**src/rtl/lpt_rx_pkg.sv**
```systemverilog
package lpt_rx_pkg;

    // Which strobe transitions count as one byte.
    typedef enum logic [1:0] {
        STB_ANY  = 2'd0,
        STB_FALL = 2'd1,
        STB_RISE = 2'd2
    } stb_mode_e;

    // Capture machine states.
    typedef enum logic {
        RX_IDLE = 1'b0,
        RX_ARM  = 1'b1
    } rx_state_e;

    // Command watcher states.
    typedef enum logic {
        CW_WATCH = 1'b0,
        CW_FIRED = 1'b1
    } cw_state_e;

endpackage

```
**src/rtl/lpt_sync.sv**
```systemverilog
module lpt_sync #(
    parameter int W      = 8,
    parameter int STAGES = 2
) (
    input  logic         clk,
    input  logic         rst_n,
    input  logic [W-1:0] d_i,
    output logic [W-1:0] q_o
);
    logic [W-1:0] stage_q [STAGES];

    always_ff @(posedge clk or negedge rst_n) begin
        if (!rst_n) stage_q[0] <= '0;
        else        stage_q[0] <= d_i;
    end

    generate
        for (genvar g = 1; g < STAGES; g++) begin : g_stage
            always_ff @(posedge clk or negedge rst_n) begin
                if (!rst_n) stage_q[g] <= '0;
                else        stage_q[g] <= stage_q[g-1];
            end
        end
    endgenerate

    assign q_o = stage_q[STAGES-1];
endmodule

```
**src/rtl/lpt_edge_det.sv**
```systemverilog
module lpt_edge_det
    import lpt_rx_pkg::*;
#(
    parameter stb_mode_e MODE = STB_ANY
) (
    input  logic clk,
    input  logic rst_n,
    input  logic s_i,
    output logic edge_o
);
    logic prev_q;

    always_ff @(posedge clk or negedge rst_n) begin
        if (!rst_n) prev_q <= 1'b0;
        else        prev_q <= s_i;
    end

    generate
        if (MODE == STB_FALL) begin : g_fall
            assign edge_o = prev_q & ~s_i;
        end else if (MODE == STB_RISE) begin : g_rise
            assign edge_o = ~prev_q & s_i;
        end else begin : g_any
            assign edge_o = prev_q ^ s_i;
        end
    endgenerate
endmodule

```
**src/rtl/lpt_capture_fsm.sv**
```systemverilog
module lpt_capture_fsm
    import lpt_rx_pkg::*;
#(
    parameter int W = 8
) (
    input  logic         clk,
    input  logic         rst_n,
    input  logic         edge_i,
    input  logic [W-1:0] data_i,
    output logic [W-1:0] byte_o,
    output logic         valid_o,
    output logic         led_o
);
    rx_state_e state_q, state_d;

    // State register.
    always_ff @(posedge clk or negedge rst_n) begin
        if (!rst_n) state_q <= RX_IDLE;
        else        state_q <= state_d;
    end

    // Transitions.
    always_comb begin
        state_d = state_q;
        unique case (state_q)
            RX_IDLE: if (edge_i) state_d = RX_ARM;
            RX_ARM:  state_d = edge_i ? RX_ARM : RX_IDLE;
        endcase
    end

    // Outputs: the byte is taken one cycle after the edge, giving the
    // data lines an extra synchroniser cycle to settle.
    always_ff @(posedge clk or negedge rst_n) begin
        if (!rst_n) begin
            byte_o  <= '0;
            valid_o <= 1'b0;
            led_o   <= 1'b0;
        end else begin
            unique case (state_q)
                RX_ARM: begin
                    byte_o  <= data_i;
                    valid_o <= 1'b1;
                    led_o   <= ~led_o;
                end
                RX_IDLE: valid_o <= 1'b0;
            endcase
        end
    end
endmodule

```
**src/rtl/lpt_cmd_watch.sv**
```systemverilog
module lpt_cmd_watch
    import lpt_rx_pkg::*;
#(
    parameter int           W    = 8,
    parameter logic [W-1:0] CMD  = 8'h55,
    parameter int           HOLD = 2
) (
    input  logic         clk,
    input  logic         rst_n,
    input  logic [W-1:0] data_i,
    output logic         unconf_n_o
);
    localparam int CW = $clog2(HOLD + 1);

    cw_state_e     state_q, state_d;
    logic [CW-1:0] cnt_q;
    logic          hit;
    logic          done;

    assign hit  = (data_i == CMD);
    assign done = hit && (cnt_q == CW'(HOLD - 1));

    // State register.
    always_ff @(posedge clk or negedge rst_n) begin
        if (!rst_n) state_q <= CW_WATCH;
        else        state_q <= state_d;
    end

    // Transitions.
    always_comb begin
        state_d = state_q;
        unique case (state_q)
            CW_WATCH: if (done) state_d = CW_FIRED;
            CW_FIRED: state_d = CW_FIRED;
        endcase
    end

    // Outputs: match-run counter and registered request line.
    always_ff @(posedge clk or negedge rst_n) begin
        if (!rst_n) begin
            cnt_q      <= '0;
            unconf_n_o <= 1'b1;
        end else begin
            unique case (state_q)
                CW_WATCH: begin
                    cnt_q <= hit ? cnt_q + CW'(1) : '0;
                    if (done) unconf_n_o <= 1'b0;
                end
                CW_FIRED: begin
                    cnt_q      <= '0;
                    unconf_n_o <= 1'b0;
                end
            endcase
        end
    end
endmodule

```
**src/rtl/lpt_byte_rx.sv**
```systemverilog
module lpt_byte_rx
    import lpt_rx_pkg::*;
#(
    parameter int           DATA_W    = 8,
    parameter int           SYNC_LEN  = 2,
    parameter stb_mode_e    STB_MODE  = STB_ANY,
    parameter logic [7:0]   CMD_BYTE  = 8'h55,
    parameter int           CMD_HOLD  = 2
) (
    input  logic              clk,
    input  logic              rst_n,
    input  logic [DATA_W-1:0] pp_data_i,
    input  logic              pp_strobe_i,
    output logic [DATA_W-1:0] rx_byte_o,
    output logic              rx_valid_o,
    output logic              unconf_n_o,
    output logic              paper_out_o,
    output logic              led_o
);
    logic [DATA_W-1:0] data_s;
    logic              stb_s;
    logic              stb_edge;

    lpt_sync #(.W(DATA_W), .STAGES(SYNC_LEN)) u_sync_data (
        .clk(clk), .rst_n(rst_n), .d_i(pp_data_i), .q_o(data_s)
    );

    lpt_sync #(.W(1), .STAGES(SYNC_LEN)) u_sync_stb (
        .clk(clk), .rst_n(rst_n), .d_i(pp_strobe_i), .q_o(stb_s)
    );

    lpt_edge_det #(.MODE(STB_MODE)) u_edge (
        .clk(clk), .rst_n(rst_n), .s_i(stb_s), .edge_o(stb_edge)
    );

    lpt_capture_fsm #(.W(DATA_W)) u_cap (
        .clk(clk), .rst_n(rst_n), .edge_i(stb_edge), .data_i(data_s),
        .byte_o(rx_byte_o), .valid_o(rx_valid_o), .led_o(led_o)
    );

    lpt_cmd_watch #(.W(DATA_W), .CMD(DATA_W'(CMD_BYTE)), .HOLD(CMD_HOLD)) u_cmd (
        .clk(clk), .rst_n(rst_n), .data_i(data_s), .unconf_n_o(unconf_n_o)
    );

    // Idle level required so printer-mode reload keeps working.
    assign paper_out_o = 1'b1;
endmodule

```
**config.mk**
```make
export PLATFORM = sky130hd
export DESIGN_NAME = lpt_byte_rx
export DESIGN_NICKNAME = d
export VERILOG_FILES = /design/src/rtl/lpt_rx_pkg.sv /design/src/rtl/lpt_sync.sv /design/src/rtl/lpt_edge_det.sv /design/src/rtl/lpt_capture_fsm.sv /design/src/rtl/lpt_cmd_watch.sv /design/src/rtl/lpt_byte_rx.sv
export SDC_FILE = /design/constraint.sdc
export NUM_CORES = 1
export LEC_CHECK = 0
export ABC_AREA = 1
export BUFFER_PORTS_ARGS = -buffer_cell sky130_fd_sc_hd__clkbuf_2
export CAP_MARGIN = 5
export CELL_PAD_IN_SITES_DETAIL_PLACEMENT = 0
export CELL_PAD_IN_SITES_GLOBAL_PLACEMENT = 1
export CORE_UTILIZATION = 41
export CTS_CLUSTER_DIAMETER = 200
export CTS_CLUSTER_SIZE = 14
export DETAILED_ROUTE_END_ITERATION = 6
export GPL_ROUTABILITY_DRIVEN = 0
export HOLD_SLACK_MARGIN = 0.02
export PLACE_DENSITY_LB_ADDON = 0.15
export SLEW_MARGIN = 25
export SYNTH_ARGS = -nofsm -noshare
export SYNTH_HDL_FRONTEND = slang
export SYNTH_HIERARCHICAL = 1
export SYNTH_SLANG_ARGS = --single-unit
```
**constraint.sdc**
```tcl
create_clock -name clk -period 1.01 [get_ports clk]
set_input_delay 0.1515 -clock clk [delete_from_list [all_inputs] [get_ports clk]]
set_output_delay 0.1515 -clock clk [all_outputs]
set_load 0.005 [all_outputs]
```
---- Yosys cells after proc, flatten, opt, wreduce, memory -nomap -nowiden ----
Index checks and enable logic that the tools add are counted.
W data, S select, Z words.
word-level totals
  output and inout bits ................... 12
  word-level logic and storage cells ...... 29
  bits of input ports ..................... 11
  bits in registers ....................... 34
operators by class
  $add $sub $neg .......................... 1
  muxes and demuxes ....................... 8
  equal/unequal tests ..................... 3
  bitwise gates (word level) .............. 4
  reductions and logical operators ........ 1
operators by type and width
  cell                   count
  $eq A8 B7 Y1 const B   1
  $pmux W1 S2            3
  $pmux W2 S2            1
  $mux W1                3
  $not A1 Y1             3
  $add A2 B1 Y2 const B  1
  $eq A2 B1 Y1 const B   1
  $mux W2                1
  $ne A2 B1 Y1 const B   1
  $logic_and A1 B1 Y1    1
  $xor A1 B1 Y1          1

---- Longest topological paths before layout ----
Gate-level depths: netlist of the first run.
  depth after elaboration ................. 4
  depth in mapped cells ................... 7
  gate-level depth less buffers ........... 6

---- Cells and area by module ----
Netlist of the first run, hierarchy kept.
modules (own cells, without submodules)
  module                  sequential area each (um2)  area an instance (um2)  times used  cells an instance
  lpt_sync (u_sync_data)  400.4                       460.4                   1           24
  lpt_capture_fsm         275.3                       395.4                   1           41
  lpt_cmd_watch           101.3                       217.7                   1           31
  lpt_sync (u_sync_stb)   50.0                        50.0                    1           2
  lpt_edge_det            25.0                        43.8                    1           6
  lpt_byte_rx             0.0                         11.3                    1           2

---- Worst setup path before layout of the first run ----
No wires, ideal clock.
  path kind ............................... reg-to-reg
  start ................................... register u_sync_data.stage_q, in the netlist u_sync_data/q_o[3]
  end ..................................... register u_cmd.cnt_q[0]
  data arrival time ....................... 812 ps
  buffers on the path ..................... 1
  slack ................................... 126 ps
  clock period less this slack ............ 884 ps
  data required time ...................... 938 ps
  stages on the path, launching flop included .. 7
  setup time .............................. 72 ps
  cell sequence ........................... dfrtp_1 > buf_4 > inv_1 > nand2_1 > nor2_1 > nand4_1 > nor2_1
between the ends
  longest elaborated chain between the ends .. 3
RTL lines
  element                            line                 RTL
  from (decl)                        lpt_sync.sv:10       logic [W-1:0] stage_q [STAGES];
  from (signal, indexed assignment)  lpt_sync.sv:21       else stage_q[g] <= stage_q[g-1];
  $eq A8 B7 Y1                       lpt_cmd_watch.sv:20  assign hit = (data_i == CMD);
  $mux W2                            lpt_cmd_watch.sv:46  cnt_q <= hit ? cnt_q + CW'(1) : '0;
  $pmux W2 S2                        lpt_cmd_watch.sv:44  unique case (state_q)
  to (signal assigned)               lpt_cmd_watch.sv:46
  to (decl)                          lpt_cmd_watch.sv:16  logic [CW-1:0] cnt_q;
Every way passes these cells.
A chain may end at the register's enable or synchronous reset.

---- Worst setup path after layout of the first run ----
  start ................................... register u_cmd.unconf_n_o
  end ..................................... output port unconf_n_o
RTL lines
  element                 line                 RTL
  from (decl)             lpt_cmd_watch.sv:11  output logic unconf_n_o
  from (signal assigned)  lpt_cmd_watch.sv:42  unconf_n_o <= 1'b1;
  from (signal assigned)  lpt_cmd_watch.sv:47  if (done) unconf_n_o <= 1'b0;
  from (signal assigned)  lpt_cmd_watch.sv:51  unconf_n_o <= 1'b0;
  to (decl)               lpt_byte_rx.sv:16    output logic unconf_n_o,
No word-level cell between the ends.

==> results.md, run 1 <==
- Status: complete, but fails checks
- Failing checks: negative setup slack
- Post-Layout Cell Count: 170
- Synthesis Warnings: 6
- Final setup fails: 1
- Share of cells above drive strength 1: 25.2%
- CTS root buffer: clkbuf_4
- Largest net degree at the start of global routing: 23
- Initial Utilization: 43.1%
- Metal2 WL: 694 um
- Most common cell after layout, fill and taps aside: nand2_1
- Syn nets: 118
- Metal-1 WL: 751 um
- H-tree depth: 2
- Top sig layer: met4
- WL met3: 104 um
- Clock Skew: 0.0107 ns
- Clk sinks: 34
- Via density: 4.16
- DR pass1 iterations: 2
- Leak Pwr: 0.785 nW
- DRT antenna net count: 0
- Post-synthesis sequential area ratio: 72.3%
- RSZ-0062 raised after global routing: yes
- Netlist cell types: 13
- Reg2Reg Depth: 4
- Cells after Synth: 106
- Die Y: 55.6 um
- Die Span X: 55.6 um
- CP Buf/Inv Count: 1
- Total number of vias: 708
- Drt wl/cell: 9.36 um
- Initial antenna violation count: 0
- Crit path cell chain: clkbuf_2
- Crit path time final: 1.13 ns
- Endpoints failing hold: 0
- Core Region: 0.00273 sq mm
- Critical Path RT: 0.86 ns
- Worst skew pair latency: 0.33 ns
- Arr. time, crit path: 0.98 ns
- CP top delay family: flip-flops
- Detailed placement HPWL: 1.08 mm
- CTS max path bufs: 2
- Number of port buffers: 21
- FMAX: 886 MHz
- Maximum vdd drop: 1.20 mV
- Pins Over Slew Limit: 0
- Worst hold slack: 0.251 ns
- Tot GR Track Use: 12.2%
- I/O pin count: 23
- Full die area: 0.00309 sq mm
- Crit start category: flip-flop
- Max-Cap Viols: 0
- Global-route wire length before repair: 2.69 mm
- Hold WC Path Type: primary input to async pin
- Row cnt: 19
- Area delta synth->final: 24.1%
- Placed cells: 149
- Cts bufs inserted: 5
- Final WS setup: -0.119 ns
- Most frequent cells in the layout: nand2_1 (37), dfrtp_1 (32), clkbuf_2 (21), inv_1 (12), dlygate4sd3_1 (10)
- Critical Path Max Stage Delay: 0.55 ns
- Critical path peak fanout: 2
- # diodes: 0
- Final setup TNS: -0.119 ns
- Power Total: 2.68 mW
- Worst path depth: 1
- Crit Path Category: flip-flop to primary output
- Nets@finish: 150
- Nature of the critical path endpoint: primary output
- Congestion Overflow GR: 0
- Drt total wl: 1.59 mm
- Via count of the first global-routing pass: 646
- CTS tree: yes
- Synth Cell Area: 0.00118 sq mm
- Power per cell area: 1830 mW/mm^2
- Tcrit/Tclk final: 112%
- Worst-path clk slew: 0.10 ns
- Synth Area per Inst: 11.1 sq um
- FF+latch count, synth: 34
- Drc violations: 0
- DR iter-0 viols: 18
- CP max stage cell: dfstp_2
==> sequential cells by signal, indices dropped and copies added, names as in the netlist <==
name	flops
u_cap/byte_o	8
u_sync_stb/q_o	1
u_edge/prev_q	1
u_sync_data/stage_q	8
u_cap/valid_o	1
u_cmd/cnt_q	2
u_cap/state_q	1
u_cap/led_o	1
u_sync_stb/stage_q	1
u_cmd/unconf_n_o	1
u_cmd/state_q	1
u_sync_data/q_o	8
==> logic make-up (layout without fill, tap and decap cells) <==
group | Yosys count | after routing | share of synthesized area (%)
simple gates | 47 | 47 | 15.5
flops | 34 | 34 | 72.3
buf+inv | 23 | 56 | 10.8
fa+ha+maj | 1 | 1 | 1.06
other cells | 1 | 1 | 0.318
==> final cells by class <==
| type | count | area, sq um |
|---|---|---|
| Timing Repair Buffer | 35 | 248 |
| Clock buffer | 7 | 45.0 |
| Multi-Input combinational cell | 49 | 199 |
| Inverter | 13 | 48.8 |
| Clock inverter | 1 | 30.0 |
| Sequential cell | 34 | 853 |
| Fill cell | 251 | 1270 |
| Tap cell | 31 | 38.8 |
==> worst paths after layout <==
kind / start / endpoint / slack [ns]
setup / recovery: u_cmd/unconf_n_o / unconf_n_o / -0.12
hold / removal: rst_n / u_cap/byte_o[2] / 0.25
setup reg to reg: u_cmd/cnt_q[0] / u_cmd/unconf_n_o / 0.11
hold reg to reg: u_sync_data/stage_q[8] / u_sync_data/q_o[0] / 0.35
max in group asynchronous: rst_n / u_cap/state_q / 0.32
min in group clk: u_sync_data/stage_q[8] / u_sync_data/q_o[0] / 0.35
==> synth_stat cells <==
library cell	instances	area, sq um
nand3_1	1	5.00
buf_6	1	11.3
dfrtp_1	33	826
buf_4	9	67.6
nand2_1	37	139
inv_1	12	45.0
nor2_1	7	26.3
nor2_2	1	6.26
ha_1	1	12.5
inv_2	1	3.75
conb_1	1	3.75
dfstp_2	1	26.3
nand4_1	1	6.26
==> stage by stage <==
step / util [%] / area, sq um / worst slack (ns)
after floorplan: - / 1180 / 0.126
after global placement: 46.2 / 1260 / 0.0740
after detailed placement: 46.2 / 1260 / 0.0537
after CTS: 52.6 / 1440 / -0.143
after global routing: 53.5 / 1460 / -0.169
final: 53.5 / 1460 / -0.119
==> what timing repair did <==
| action | 4_1_cts | 5_1_grt |
|---|---|---|
| pin swaps | 0 | 0 |
| resized for setup | 0 | 1 |
| endpoints found under the hold margin | 33 | 0 |
| endpoints found under the setup margin | 1 | 14 |
| hold buffers | 10 | 0 |
| buffers inserted | 0 | 3 |
| gates cloned | 0 | 0 |
==> power breakdown <==
| part | leakage, nW | total (mW) | internal [mW] | switching [mW] |
|---|---|---|---|---|
| Combinational | 0.339 | 0.234 | 0.127 | 0.107 |
| Clock | 0.0395 | 0.936 | 0.525 | 0.411 |
| Sequential | 0.406 | 1.51 | 1.45 | 0.0531 |
==> routing by layer <==
metal	vias up	track usage, %
li1	365	-
met1	314	14.5
met2	24	17.4
met3	5	6.98
met4	0	6.43
met5	-	0
Power figures use the tool's default switching activity.
==> run 2: changes to the inputs <==
CORE_ASPECT_RATIO = 0.8   (was unset)
==> results.md, run 2 (synthesis gave the netlist of run 1 again) <==
- Tot GR Track Use: 13.3%
- Tcrit/Tclk final: 111%
- Critical path peak fanout: 2
- Final setup TNS: -0.112 ns
- Final WS setup: -0.112 ns
- Most frequent cells in the layout: nand2_1 (37), dfrtp_1 (32), clkbuf_2 (21), inv_1 (12), dlygate4sd3_1 (10)
- H-tree depth: 2
- Fin util: 58.7%
- I/O pin count: 23
- DR pass1 iterations: 4
- Row cnt: 16
- Status: complete, but fails checks
- Congestion Overflow GR: 0
- Most common cell after layout, fill and taps aside: nand2_1
- Worst-path clk slew: 0.10 ns
- Clk sinks: 34
- Via count of the first global-routing pass: 689
- Global-route wire length before repair: 2.79 mm
- Critical Path Max Stage Delay: 0.54 ns
- Number of port buffers: 21
- Die Y: 50.0 um
- CP max stage cell: dfstp_2
- Final setup fails: 1
- Via density: 4.04
- Pint: 2.44 mW
- Sw Pwr: 590 uW
- Pins Over Slew Limit: 0
- Sw frac: 19.5%
- CTS max path bufs: 2
- Crit start category: flip-flop
- Arr. time, crit path: 0.97 ns
- Area after DPL: 0.00126 sq mm
- Detailed placement HPWL: 1.13 mm
- Endpoints failing hold: 0
- Max-Cap Viols: 0
- Largest net degree at the start of global routing: 16
- CP Buf/Inv Count: 1
- Clock Skew: 0.00386 ns
- RSZ-0062 raised after global routing: yes
- Share of cells above drive strength 1: 28.2%
- Power per cell area: 2000 mW/mm^2
- CTS tree: yes
- Crit path cell chain: clkbuf_2
- FMAX: 892 MHz
- Drt total wl: 1.64 mm
- Worst skew pair latency: 0.33 ns
- Failing checks: negative setup slack
- Clock power frac: 41.7%
- Core Region: 0.00258 sq mm
- Part of the power in registers: 49.7%
- DR iter-0 viols: 25
- DRT antenna net count: 0
- Total number of vias: 720
- Initial antenna violation count: 0
- Leak Pwr: 0.814 nW
- CTS root buffer: clkbuf_4
- Crit Path Category: flip-flop to primary output
- Die Span X: 61.9 um
- Nets@finish: 153
- Hold WC Path Type: primary input to async pin
- Area delta synth->final: 28.6%
- # diodes: 0
- Drc violations: 0
- Initial Utilization: 45.6%
- Post-route cell area: 0.00152 sq mm
- Nature of the critical path endpoint: primary output
- Maximum vdd drop: 0.961 mV
- Drt wl/cell: 9.20 um
- CP top delay family: flip-flops
- Cts bufs inserted: 5
- Full die area: 0.00309 sq mm
- Crit path time final: 1.12 ns
- Critical Path RT: 0.86 ns
- Comb power frac: 8.6%
run 2: cell types whose count changed in the layout (fill, tap and decap cells not counted):
cell	change
buf_4	+4
clkbuf_1	-2
buf_12	-1
clkbuf_8	+1
bufinv_16	+1
run 2: path summary, 6_finish.rpt:
| check | from | to | slack [ns] | depth (start not counted) |
|---|---|---|---|---|
| min in group clk | u_sync_data/stage_q[15] | u_sync_data/q_o[7] | 0.35 | 0 |
| worst min register to register | u_sync_data/stage_q[15] | u_sync_data/q_o[7] | 0.35 | 0 |
| worst min-delay path | rst_n | u_sync_stb/stage_q[1] | 0.25 | 2 |
| worst max register to register | u_sync_data/q_o[3] | u_cmd/cnt_q[0] | 0.05 | 5 |
| max in group asynchronous | rst_n | u_cap/state_q | 0.27 | 3 |
| worst max-delay path | u_cmd/unconf_n_o | unconf_n_o | -0.11 | 1 |
run 2: per-layer routing:
metal | wire length, um | vias up | global-route usage, %
met3 | 86 | 5 | 5.51
met4 | 37 | 0 | 8.89
met1 | 751 | 318 | 15.6
met2 | 760 | 24 | 19.3
met5 | 0 | - | 0
li1 | - | 373 | -
run 2: worst register-to-register path, cell delays in order (launching register included):
cell and delay (ns):
dfrtp_1 0.39, inv_1 0.07, nand2_1 0.05, nor2_1 0.12
nand4_1 0.12, nor2_1 0.15
run 2: layout make-up:
class	instances	area, sq um
clock buffers	6	51.3
clock inverters	2	60.1
fillers	227	1070
inverters	13	48.8
multi-input cells	49	199
flip-flops and latches	34	853
well taps	36	45.0
repair buffers	38	258
run 2: power groups by stage:
stage | logic, mW | registers (mW) | clock network, mW
after global placement | 0.182 | 1.53 | 0
after floorplan | 0.110 | 1.52 | 0
after CTS | 0.231 | 1.51 | 1.31
after global routing | 0.305 | 1.52 | 1.38
final | 0.260 | 1.51 | 1.26
after detailed placement | 0.185 | 1.54 | 0
run 2: timing repair:
action,4_1_cts,5_1_grt
setup endpoints to repair,2,19
gates resized for setup,0,1
hold buffers,10,0
setup buffers,1,4
hold endpoints to repair,22,0
run 2: metrics by stage:
step	total power [mW]	std cells	hold slack, ns	setup WS (ns)
3_3_place_gp	1.72	155	0.0685	0.0870
2_1_floorplan	1.63	106	-0.144	0.126
3_5_place_dp	1.72	155	0.0738	0.0652
5_1_grt	3.21	178	0.257	-0.153
4_1_cts	3.05	174	0.242	-0.140
6_report	3.03	178	0.249	-0.112
==> run 3: changes to the inputs <==
RECOVER_POWER = 50   (was unset)
==> results.md, run 3 (synthesis gave the netlist of run 1 again) <==
- Sw Pwr: 591 uW
- Via density: 4.04
- DR iter-0 viols: 25
- CP Capture Point: unconf_n_o
- Comb power frac: 8.6%
- Total number of vias: 720
- Final setup TNS: -0.112 ns
- Row cnt: 16
- Clk sinks: 34
- Pint: 2.44 mW
- Most frequent cells in the layout: nand2_1 (37), dfrtp_1 (33), clkbuf_2 (21), inv_1 (12), dlygate4sd3_1 (10)
- Initial Utilization: 45.6%
- Worst-path clk slew: 0.10 ns
- CP startpoint: u_cmd/unconf_n_o
- Hold WC Path Type: primary input to async pin
- Area delta synth->final: 28.4%
- Global-route wire length before repair: 2.79 mm
- Leak Pwr: 0.815 nW
- CP max stage cell: dfstp_2
- Reg2Reg Capture Point: u_cmd/cnt_q[0]
- Drt total wl: 1.64 mm
- Core Region: 0.00258 sq mm
- R2R setup slack: 0.05 ns
- Nature of the critical path endpoint: primary output
- Full die area: 0.00309 sq mm
- Status: complete, but fails checks
- Critical Path Max Stage Delay: 0.54 ns
- Drc violations: 0
- Initial antenna violation count: 0
- Clock power frac: 41.7%
- Crit path time final: 1.12 ns
- Multi-input gate area: 199 sq um
- Crit path cell chain: clkbuf_2
- H-tree depth: 2
- I/O pin count: 23
- Sw frac: 19.5%
- Arr. time, crit path: 0.97 ns
- Critical path peak fanout: 2
- Crit Path Category: flip-flop to primary output
- Largest net degree at the start of global routing: 16
- Post-Layout Cell Count: 178
- CTS root buffer: clkbuf_4
- Reg2Reg Depth: 5
- Nets@finish: 153
- Power per cell area: 2000 mW/mm^2
- Congestion Overflow GR: 0
- Failing checks: negative setup slack
- CTS max path bufs: 2
- Detailed placement HPWL: 1.13 mm
- Pins Over Slew Limit: 0
- Max-Cap Viols: 0
- Via count of the first global-routing pass: 689
- Die Y: 50.0 um
- Part of the power in registers: 49.7%
- Die Span X: 61.9 um
- Clock Skew: 0.00386 ns
- CP Buf/Inv Count: 1
- # diodes: 0
- Power Total: 3.03 mW
- Maximum vdd drop: 0.961 mV
- CTS tree: yes
- Reg-to-reg critical path startpoint: u_sync_data/q_o[3]
- Critical Path RT: 0.86 ns
- Tot GR Track Use: 13.3%
- DRT antenna net count: 0
- Most common cell after layout, fill and taps aside: nand2_1
- Share of cells above drive strength 1: 27.5%
- Final WS setup: -0.112 ns
- Fill cells: 228
- Number of port buffers: 21
- Register cell area after layout: 852 sq um
- Worst hold slack: 0.249 ns
- FMAX: 892 MHz
- Cts bufs inserted: 5
- Drt wl/cell: 9.20 um
- Crit start category: flip-flop
- Final setup fails: 1
- Placed cells: 155
- CP top delay family: flip-flops
- DR pass1 iterations: 4
- Worst path depth: 1
- RSZ-0062 raised after global routing: yes
- Tcrit/Tclk final: 111%
- Endpoints failing hold: 0
- Worst skew pair latency: 0.33 ns
run 3: cell type report:
| type | count | area share [%] |
|---|---|---|
| flip-flops and latches | 34 | 56.3 |
| well taps | 36 | 2.98 |
| repair buffers | 38 | 17.0 |
| multi-input cells | 49 | 13.1 |
| clock buffers | 6 | 3.39 |
| clock inverters | 2 | 3.97 |
| inverters | 13 | 3.22 |
run 3: worst min-delay path by stage:
stage,start,end,slack (ns),cells after the start
2_1_floorplan,rst_n,u_cap/byte_o[0],-0.14,0
3_5_place_dp,rst_n,u_sync_stb/stage_q[1],0.07,1
6_report,rst_n,u_sync_stb/stage_q[1],0.25,2
5_1_grt,rst_n,u_sync_stb/stage_q[1],0.26,2
4_1_cts,rst_n,u_sync_stb/stage_q[1],0.24,2
3_3_place_gp,rst_n,u_sync_stb/stage_q[1],0.07,1
run 3: repair_timing:
action | in CTS | in global routing
setup endpoints to repair | 2 | 19
buffers inserted | 1 | 4
pin swaps | 0 | 0
hold buffers | 10 | 0
hold endpoints to repair | 22 | 0
gates resized for setup | 0 | 1
run 3: power groups by stage:
stage               registers (mW)  logic [mW]  clock network [mW]
floorplan                     1.52       0.110                   0
global placement              1.53       0.182                   0
detailed placement            1.54       0.185                   0
CTS                           1.51       0.231                1.31
global route                  1.52       0.305                1.38
finish                        1.51       0.260                1.26
run 3: metrics by stage:
stage / cell area (sq um) / worst slack [ns] / utilization, %
detailed placement: 1260 / 0.0652 / 49.0
floorplan: 1180 / 0.126 / -
CTS: 1480 / -0.140 / 57.5
finish: 1510 / -0.112 / 58.6
global route: 1510 / -0.153 / 58.6
global placement: 1260 / 0.0870 / 49.0
run 3: metal layers:
metal,global-route usage (%),wire length (um)
met3,5.51,86
met5,0,0
met4,8.89,37
met2,19.3,760
met1,15.6,751
